==> src/rtl/nvp_pkg.sv <==
package nvp_pkg;
  typedef enum logic [1:0] {
    PORT_IDX_LO = 2'd0,
    PORT_DAT_LO = 2'd1,
    PORT_IDX_HI = 2'd2,
    PORT_DAT_HI = 2'd3
  } port_e;

  typedef enum logic [1:0] {
    TGT_NONE  = 2'd0,
    TGT_STORE = 2'd1,
    TGT_CLOCK = 2'd2
  } tgt_e;

  // addresses below this belong to the clock core
  localparam int unsigned CLK_REG_COUNT = 14;
endpackage

==> src/rtl/nvp_index_regs.sv <==
module nvp_index_regs #(
  parameter int unsigned IDX_W = 7
) (
  input  logic             clk_i,
  input  logic             rst_ni,
  input  logic             wr_lo_i,
  input  logic             wr_hi_i,
  input  logic [7:0]       wdata_i,
  output logic [IDX_W-1:0] idx_lo_o,
  output logic [IDX_W-1:0] idx_hi_o
);
  always_ff @(posedge clk_i or negedge rst_ni) begin
    if (!rst_ni) begin
      idx_lo_o <= '0;
      idx_hi_o <= '0;
    end else begin
      if (wr_lo_i) idx_lo_o <= wdata_i[IDX_W-1:0];
      if (wr_hi_i) idx_hi_o <= wdata_i[IDX_W-1:0];
    end
  end
endmodule

==> src/rtl/nvp_addr_decode.sv <==
module nvp_addr_decode
  import nvp_pkg::*;
#(
  parameter int unsigned SPACE_BYTES  = 256,
  parameter logic [7:0]  DAY_ALM_ADDR = 8'h3D,
  parameter logic [7:0]  MON_ALM_ADDR = 8'h3E,
  parameter logic [7:0]  CENTURY_ADDR = 8'h32,
  parameter int unsigned STORE_AW     = 8
) (
  input  logic                bank_hi_i,
  input  logic [6:0]          idx_lo_i,
  input  logic [6:0]          idx_hi_i,
  output logic [7:0]          addr_o,
  output tgt_e                tgt_o,
  output logic [STORE_AW-1:0] store_idx_o
);
  localparam logic [8:0] SPACE_L = 9'(SPACE_BYTES);
  localparam logic [7:0] CLK_L   = 8'(CLK_REG_COUNT);

  logic hi_backed;
  generate
    if (SPACE_BYTES > 128) begin : g_hi_bank
      assign hi_backed = 1'b1;
    end else begin : g_no_hi_bank
      assign hi_backed = 1'b0;
    end
  endgenerate

  logic is_clk, is_ext, backed;
  logic [7:0] offs;

  always_comb begin
    addr_o = bank_hi_i ? {1'b1, idx_hi_i} : {1'b0, idx_lo_i};
    is_ext = (addr_o == DAY_ALM_ADDR) || (addr_o == MON_ALM_ADDR) ||
             (addr_o == CENTURY_ADDR);
    is_clk = !bank_hi_i && ((addr_o < CLK_L) || is_ext);
    backed = bank_hi_i ? hi_backed : ({1'b0, addr_o} < SPACE_L);
    offs   = addr_o - CLK_L;
    store_idx_o = offs[STORE_AW-1:0];
    if (is_clk)      tgt_o = TGT_CLOCK;
    else if (backed) tgt_o = TGT_STORE;
    else             tgt_o = TGT_NONE;
  end
endmodule

==> src/rtl/nvp_store.sv <==
module nvp_store #(
  parameter int unsigned DEPTH = 242,
  parameter int unsigned AW    = 8
) (
  input  logic          clk_i,
  input  logic          we_i,
  input  logic [AW-1:0] idx_i,
  input  logic [7:0]    wdata_i,
  output logic [7:0]    rdata_o
);
  logic [7:0] mem_q [DEPTH];

  always_ff @(posedge clk_i) begin
    if (we_i) mem_q[idx_i] <= wdata_i;
  end

  assign rdata_o = mem_q[idx_i];
endmodule

==> src/rtl/nvram_index_port.sv <==
module nvram_index_port
  import nvp_pkg::*;
#(
  parameter int unsigned SPACE_BYTES  = 256,
  parameter logic [7:0]  DAY_ALM_ADDR = 8'h3D,
  parameter logic [7:0]  MON_ALM_ADDR = 8'h3E,
  parameter logic [7:0]  CENTURY_ADDR = 8'h32
) (
  input  logic       clk_i,
  input  logic       rst_ni,
  input  logic       req_i,
  input  logic       we_i,
  input  logic [1:0] port_i,
  input  logic [7:0] wdata_i,
  output logic [7:0] rdata_o,
  output logic       rvalid_o,
  output logic       clk_req_o,
  output logic       clk_we_o,
  output logic [6:0] clk_addr_o,
  output logic [7:0] clk_wdata_o,
  input  logic [7:0] clk_rdata_i
);
  localparam int unsigned STORE_DEPTH = SPACE_BYTES - CLK_REG_COUNT;
  localparam int unsigned STORE_AW    = $clog2(STORE_DEPTH);

  logic [6:0] idx_lo, idx_hi;
  logic [7:0] addr;
  tgt_e       tgt;
  logic [STORE_AW-1:0] store_idx;
  logic [7:0] store_rdata, rd_next;
  logic       data_acc, rd_acc, store_we;

  assign data_acc = req_i && port_i[0];
  assign rd_acc   = data_acc && !we_i;
  assign store_we = data_acc && we_i && (tgt == TGT_STORE);

  nvp_index_regs #(.IDX_W(7)) u_idx (
    .clk_i    (clk_i),
    .rst_ni   (rst_ni),
    .wr_lo_i  (req_i && we_i && (port_i == PORT_IDX_LO)),
    .wr_hi_i  (req_i && we_i && (port_i == PORT_IDX_HI)),
    .wdata_i  (wdata_i),
    .idx_lo_o (idx_lo),
    .idx_hi_o (idx_hi)
  );

  nvp_addr_decode #(
    .SPACE_BYTES  (SPACE_BYTES),
    .DAY_ALM_ADDR (DAY_ALM_ADDR),
    .MON_ALM_ADDR (MON_ALM_ADDR),
    .CENTURY_ADDR (CENTURY_ADDR),
    .STORE_AW     (STORE_AW)
  ) u_dec (
    .bank_hi_i   (port_i[1]),
    .idx_lo_i    (idx_lo),
    .idx_hi_i    (idx_hi),
    .addr_o      (addr),
    .tgt_o       (tgt),
    .store_idx_o (store_idx)
  );

  nvp_store #(.DEPTH(STORE_DEPTH), .AW(STORE_AW)) u_store (
    .clk_i   (clk_i),
    .we_i    (store_we),
    .idx_i   (store_idx),
    .wdata_i (wdata_i),
    .rdata_o (store_rdata)
  );

  assign clk_req_o   = data_acc && (tgt == TGT_CLOCK);
  assign clk_we_o    = clk_req_o && we_i;
  assign clk_addr_o  = addr[6:0];
  assign clk_wdata_o = wdata_i;

  always_comb begin
    unique case (tgt)
      TGT_CLOCK: rd_next = clk_rdata_i;
      TGT_STORE: rd_next = store_rdata;
      default:   rd_next = 8'hFF;
    endcase
  end

  always_ff @(posedge clk_i or negedge rst_ni) begin
    if (!rst_ni) begin
      rdata_o  <= 8'h00;
      rvalid_o <= 1'b0;
    end else begin
      rvalid_o <= rd_acc;
      if (rd_acc) rdata_o <= rd_next;
    end
  end
endmodule

==> config.mk <==
export PLATFORM = sky130hd
export DESIGN_NAME = nvram_index_port
export DESIGN_NICKNAME = d
export VERILOG_FILES = /design/src/rtl/nvp_pkg.sv /design/src/rtl/nvp_index_regs.sv /design/src/rtl/nvp_addr_decode.sv /design/src/rtl/nvp_store.sv /design/src/rtl/nvram_index_port.sv
export SDC_FILE = /design/constraint.sdc
export NUM_CORES = 2
export LEC_CHECK = 0
export CAP_MARGIN = 20
export CORE_MARGIN = 4
export CORE_UTILIZATION = 57
export CTS_CLUSTER_DIAMETER = 200
export DETAILED_ROUTE_END_ITERATION = 12
export PLACE_DENSITY = 0.76
export SYNTH_ARGS = -nofsm -noshare
export SYNTH_HDL_FRONTEND = slang
export SYNTH_SLANG_ARGS = --single-unit
export TNS_END_PERCENT = 1
==> constraint.sdc <==
create_clock -name clk_i -period 4.8 [get_ports clk_i]
set_input_delay 0.48 -clock clk_i [delete_from_list [all_inputs] [get_ports clk_i]]
set_output_delay 0.48 -clock clk_i [all_outputs]
set_load 0.1 [all_outputs]
# After elaboration in Yosys (flattened, before gate mapping)
# Memory sizes are Yosys's and may differ from the RTL's.
# Cells that the tools add are included.
# W data, S select, Z words.
[op_classes]
n_reduce_logical = 16
add_sub_neg = 1
n_mux = 5
n_lt_le_gt_ge = 1
n_eq_ne = 6
[op_table]
columns = ["cell", "count"]
rows = [
  ["$eq A8 B6 Y1 const B", 3],
  ["$pmux W8 S2", 1],
  ["$logic_and A1 B1 Y1", 10],
  ["$lt A8 B4 Y1 const B", 1],
  ["$mux W8", 1],
  ["$sub A8 B4 Y8 const B", 1],
  ["$eq A2 B2 Y1 const B", 2],
  ["$logic_or A1 B1 Y1", 3],
  ["$eq A2 B1 Y1 const B", 1],
  ["$logic_not A1 Y1", 2],
  ["$logic_not A2 Y1", 1],
  ["$mux W1", 2],
  ["$mux W2", 1],
]
[word_totals]
elab_cells = 34
n_memories = 1
ram_bits = 1936
ff_bits = 23
[memory_table]
columns = ["name", "depth", "word_bits", "read_ports", "rd_clocked_by_memory_dff", "wr", "line_no", "rtl"]
rows = [
  ["u_store.mem_q", 242, 8, 1, 0, 1, "nvp_store.sv:11", "logic [7:0] mem_q [DEPTH];"],
]

# Longest topological paths before layout
[logic_depth]
depth_word = 11
ltp_mapped = 21
depth_no_buf = 11

# By module
# A second synthesis with hierarchy kept.
[hier_totals]
cells_unflattened = 3566
area_unflattened_um2 = 76141.8
[by_module_without_submodules]
columns = ["mod", "instances", "seq_area_each_um2", "area_each_um2", "cells_per_inst"]
rows = [
  ["nvp_store", 1, 58135.8, 74661.6, 3446],
  ["nvram_index_port", 1, 225.2, 589.3, 51],
  ["nvp_index_regs", 1, 350.3, 583.1, 30],
  ["nvp_addr_decode", 1, 0.0, 307.8, 39],
]

# Least setup slack after synthesis
# No wires, ideal clock.
[synth_path]
path_kind = "in2reg"
startpoint = "input port port_i[1]"
endpoint = "memory u_store.mem_q[56][0], enable pin"
required_time_ns = 4.430
setup_ns = 0.370
path_stages = 17
arrival_time_ns = 5.595
n_path_buf = 8
slack_ns = -1.165
cell_sequence = "buf_4 mux2i_2 buf_4 inv_1 clkbuf_1 buf_2 buf_2 buf_1 ha_1 clkbuf_1 a21oi_1 a21oi_1 nor4_1 nor3_1 nand2_1 clkbuf_1 nor2_1"
[synth_between]
elab_chain_cells = 11
word_cells_on_any_way = 16
classes_between = "add/sub (1); order compare (1); eq/ne (4); mux (4); reduce/logical (6)"
[synth_rtl]
columns = ["item", "line_no", "rtl"]
rows = [
  ["start: declaration", "nvram_index_port.sv:13", "input logic [1:0] port_i,"],
  ["$mux W8 *", "nvp_addr_decode.sv:33", "addr_o = bank_hi_i ? {1'b1, idx_hi_i} : {1'b0, idx_lo_i};"],
  ["net clk_addr_o[1]", "nvram_index_port.sv:19", "output logic [6:0] clk_addr_o,"],
  ["parallel branches: the longest is 10 deep, another holds $lt A8 B4 Y1", "-", ""],
  ["end: declaration", "nvp_store.sv:11", ""],
]
# Mark *: on every way through the listed nets, which the timed path passes.

# Worst setup path after layout
[layout_path]
startpoint = "input port port_i[1]"
endpoint = "register rdata_o[3]"
[layout_between]
elab_chain_cells = 9
word_cells_on_any_way = 16
classes_between = "add/sub (1); order compare (1); eq/ne (5); mux (3); reduce/logical (5); memory (1)"
[layout_rtl]
columns = ["item", "line_no", "rtl"]
rows = [
  ["parallel branches: the longest is 8 deep, another holds $sub A8 B4 Y8", "-", ""],
  ["$pmux W8 S2 *", "nvram_index_port.sv:76", "unique case (tgt)"],
  ["end signal: assignment", "nvram_index_port.sv:89", "if (rd_acc) rdata_o <= rd_next;"],
  ["end: declaration", "nvram_index_port.sv:15", "output logic [7:0] rdata_o,"],
]
# Every way passes the cells marked *.
# A chain may end at the register's enable or synchronous reset.

==> results <==
- The total die area is 144000 sq um.
- The overflow left after global routing is 0.
- For the worst flop-to-flop path, the logic depth is 10.
- The total clock buffers created by CTS is 184.
- The via density per instance is 6.571.
- Once placement finished, the instance area stood at 83920 sq um.
- The minimum hold slack is 0.09805 ns.
- The die outline width is 379.5 um.
- The switching power total is 0.01365 W.
- After routing, the total negative slack on setup checks comes to 0 ns.
- After detailed routing, the number of remaining DRC violations is 0.
- The port buffer count is 47.
- The number of endpoints with negative hold slack in the final report is 0.
- The detail route stage leaves a number of antenna-violating nets equal to 0.
- The worst-case register-to-register setup slack is 0.82 ns.
- After detailed placement, the design holds a cell count of 6917.
- The detailed-routing iteration count for the pre-antenna-repair pass is 6.
- Along the worst path, the maximum fanout reaches 58.
- The slew at the pin with the worst max-slew slack is 1.161 ns.
- The number of setup buffers added after CTS is 0.
- The setup slack at placement is 0.1318 ns.
- The number of antenna violations at the first check in global routing is 4.
- At the worst endpoint, the arrival time is 4.74 ns.
- The die span in y is 379.5 um.
- The synthesized netlist cell count is 5014.
- The sequential share of the synthesized area is 0.7463.
- The cell sitting at the root of the clock tree is a clkbuf_16.
- The clock period minus final worst setup slack is 3.996 ns.
- The relative slew slack is 0.2263.
- The synthesized design spends more area on one cell type than any other, namely edfxtp_1.
- After clock tree synthesis, the clock-pin slew on the worst setup and hold paths is 0.06 ns.
- The mean instance size in the synthesized netlist is 15.69 sq um.
- After the last flow step, the layout net total stands at 5333.
- The maximum number of pins on one net before global-route repair is 170.
- Of the total power, combinational logic draws 0.249.
- Detailed routing inserted a total of 47680 vias.
- The top-level port count is 48.
- The flow ran to the end, and the final reports show no timing, DRC or antenna violations.
- Yosys printed 0 warnings.
- Max-cap violations in this run came to 0.
- The total nets after synthesis is 5037.
- Based on the critical path, the design can be clocked at up to 0.2502 GHz.
- The area of all placed cells without fillers is 89740 sq um.
- Of the total power, registers draw 0.431.
- For this run, the number of standard cells in the final layout without fillers is 7257.
- The beginning of the worst register-to-register path is u_idx.idx_lo_o[2]$_DFFE_PN0P_.
- The dominant synthesized flop cell is edfxtp_1.
- The kind of start point of the critical path is an input port.
- The internal power is 0.03043 W.
- TritonCTS built the clock tree.
- The area growth from synthesis to layout is 14.08%.
- The flip-flop and latch count after synthesis is 1959.
- The maximum clock insertion buffer count is 3.
- The clock share of power is 0.320.
- Summed over all nets, the half-perimeter wirelength after detailed placement is 130600 um.
- The area inside the core boundary is 137300 sq um.
- The final wirelength is 214900 um.
- The number of global-route vias before repair was 45930.
- The worst setup path is of the in2reg kind.
- In this run the most critical hold path is launched from wdata_i[5].
- For this configuration, the core starts out at a cell density of 0.5729.
- Power spread over the standard cell area amounts to 491.2 nW/um^2.
- The path class of the tightest hold or removal check is in2reg.
- CTS saw 1959 sinks.
- The max-slew violation total from the final report was 0.
- The global-route wire length before repair is 311900 um.
- The leakage power summed over all cells is 30.33 nW.
- Setup repair after global routing left no endpoint under its margin.
- The congestion estimate from routability-driven global placement came to 0.9595.
- The nature of the critical path endpoint is a flop.
- The worst register-to-register path ends at u_store.mem_q[109][2]$_DFFE_PP_.
- The final number of setup-violating endpoints is 0.
- After detailed routing, the average wire length per cell comes to 29.61 um.
- Counting flops with an async set or reset pin after synthesis yields a share of 0.01174.
- Counting flops with a built-in enable in the synthesized netlist gives 1936.
- The cell depth of the worst hold path is 1.
- The number of placement rows is 136.
- The share of the clock period used by the worst path is 0.8326.
- The number of H-tree levels is 4.
- After the first detailed-routing iteration, the DRC count stood at 7187.
- The portion of synthesized cell area occupied by the leading cell type is 0.7390.
- The number of gates resized after CTS was 0.
- Between clock sinks in the finished design, the worst skew comes to 0.03621 ns.
- The count of cell types in the netlist is 63.
- The peak supply drop is 0.4426 mV.
- The global-route usage over all layers is 0.2940.
- STA puts the critical path data required time at 5.54 ns.
- In the final layout, the share of cells above drive strength 1 is 0.1755.
- Of the total power, the share spent switching nets is 0.3096.
- Ranked by total cell area, the synthesized netlist is headed by edfxtp_1, mux2i_1, nand2_1.
- The end point of the most critical hold path is u_store.mem_q[44][5]$_DFFE_PP_.
- The cell area after technology mapping is 78670 sq um.
- The latest clock arrival within the worst-skew pair is 0.84 ns.
- The slack of the critical path is 0.8037 ns.
-- cell type report --
type                            count  area [sq um]
Clock buffer                      241          4922
Multi-Input combinational cell   2713         18690
Clock inverter                     94         883.3
Antenna cell                        4         10.01
Fill cell                        8921         47580
Timing Repair Buffer              446          4227
Tap cell                         1794          2245
Inverter                            6         53.80
Sequential cell                  1959         58710
-- how the worst max path moves through the flow --
stage	start	endpoint	slack, ns	cells past startpoint
3_3_place_gp	port_i[1]	rdata_o[3]$_DFFE_PN0P_	0.13	11
4_1_cts	u_idx.idx_lo_o[2]$_DFFE_PN0P_	rdata_o[7]$_DFFE_PN0P_	0.98	12
3_5_place_dp	port_i[1]	rdata_o[3]$_DFFE_PN0P_	0.13	11
6_report	port_i[1]	rdata_o[3]$_DFFE_PN0P_	0.80	11
2_1_floorplan	port_i[1]	u_store.mem_q[131][0]$_DFFE_PP_	-0.05	17
5_1_grt	u_idx.idx_lo_o[2]$_DFFE_PN0P_	rdata_o[7]$_DFFE_PN0P_	0.78	12
-- logic make-up after synthesis --
logic type | Yosys count | share of synthesized area
flops | 1959 | 0.7463
simple gates | 1654 | 0.08876
mux | 647 | 0.1013
compound gates | 400 | 0.03973
buf+inv | 342 | 0.02255
xor+xnor | 11 | 0.001225
fa+ha+maj | 1 | 0.0001590
-- worst max-delay path, cell delays in order --
cell and delay (ns):
clkdlybuf4s50_1 0.52, buf_12 0.21, mux2i_4 0.50, clkinv_16 0.33, buf_4 0.35, mux2i_1 0.16
mux4_2 0.54, mux4_2 0.50, o221ai_1 0.51, o2111ai_1 0.33, a22oi_1 0.25
-- stage by stage --
stage            util  power [W]
6_report       0.6535    0.04409
5_1_grt        0.6535    0.04521
4_1_cts        0.6535    0.04386
3_5_place_dp   0.6111    0.02995
3_3_place_gp   0.6111    0.02985
2_1_floorplan       -    0.02539
-- cell usage after synthesis, types with 3 or more instances --
master and instances:
o2111ai_1 9, xnor2_1 7, a22o_1 3, buf_6 15
nand4_1 46, nor4_1 17, o311ai_0 11, xor2_1 4
o221ai_1 4, o211ai_1 6, a211oi_1 21, o22ai_1 13
a32o_1 14, mux4_2 115, a21oi_1 29, o21ai_0 25
a311oi_1 87, buf_2 94, a31oi_1 42, inv_1 5
o311a_1 5, nand2_1 966, mux2_2 27, nor3_1 12
mux2i_1 503, or4_1 4, a2111oi_0 6, o31ai_1 18
a32oi_1 79, edfxtp_1 1936, and3_1 85, and2_1 8
clkbuf_1 148, or3_1 9, a221oi_1 7, nand3_1 238
buf_4 65, nor2_1 260, a311o_1 4, buf_1 13
dfrtp_1 23
-- cell usage in the layout (no fill, tap or decap), types with 6 or more instances in the layout --
master           synthesis  layout
edfxtp_1              1936    1936
nor2_1                 260     139
clkdlybuf4s50_1          0      30
o31ai_1                 18      18
a221oi_1                 7       7
nand2_2                  0       8
clkbuf_16                0     187
a31oi_1                 42      42
a311oi_1                87      87
a32o_1                  14      14
mux2i_1                503     503
and3_1                  85      85
o21ai_0                 25      25
clkinv_1                 0      42
nor4_1                  17      16
or3_1                    9       9
nand3_1                238     238
buf_12                   0      60
nor3_1                  12      11
nor2_2                   0     120
and2_1                   8       8
clkinv_2                 0      26
a32oi_1                 79      79
nand4_1                 46      46
o211ai_1                 6       6
a211oi_1                21      21
mux2_2                  27      27
buf_4                   65     347
dfrtp_1                 23      23
o22ai_1                 13       9
mux4_2                 115     115
o311ai_0                11      11
a21oi_1                 29      27
a2111oi_0                6       6
clkbuf_8                 0      12
clkbuf_1               148      50
nand2_1                966     958
bufinv_16                0      13
-- registers in the layout, indices dropped and copies added, names as in the netlist --
register / count
rdata_o: 8
rvalid_o: 1
u_idx.idx_hi_o: 7
u_idx.idx_lo_o: 7
u_store.mem_q: 1936
-- layer usage --
layer | vias up | part of all wire | track usage
met3 | 570 | 0.13 | 0.07901
li1 | 19880 | - | -
met4 | 4 | 0.045 | 0.1252
met2 | 3556 | 0.46 | 0.4423
met1 | 23670 | 0.37 | 0.4102
met5 | - | 0.00015 | 0
-- what timing repair did --
action	CTS	global route
endpoints found under the setup margin	0	0
hold buffers	1	0
endpoints found under the hold margin	2	0
-- power by group through the flow --
stage	combinational, W	clock (W)	sequential (W)
2_1_floorplan	0.00589	0	0.0195
3_3_place_gp	0.0105	0	0.0193
3_5_place_dp	0.0106	0	0.0193
4_1_cts	0.0107	0.0142	0.0190
5_1_grt	0.0113	0.0149	0.0190
6_report	0.0110	0.0141	0.0190
Power figures use the tool's default switching activity.
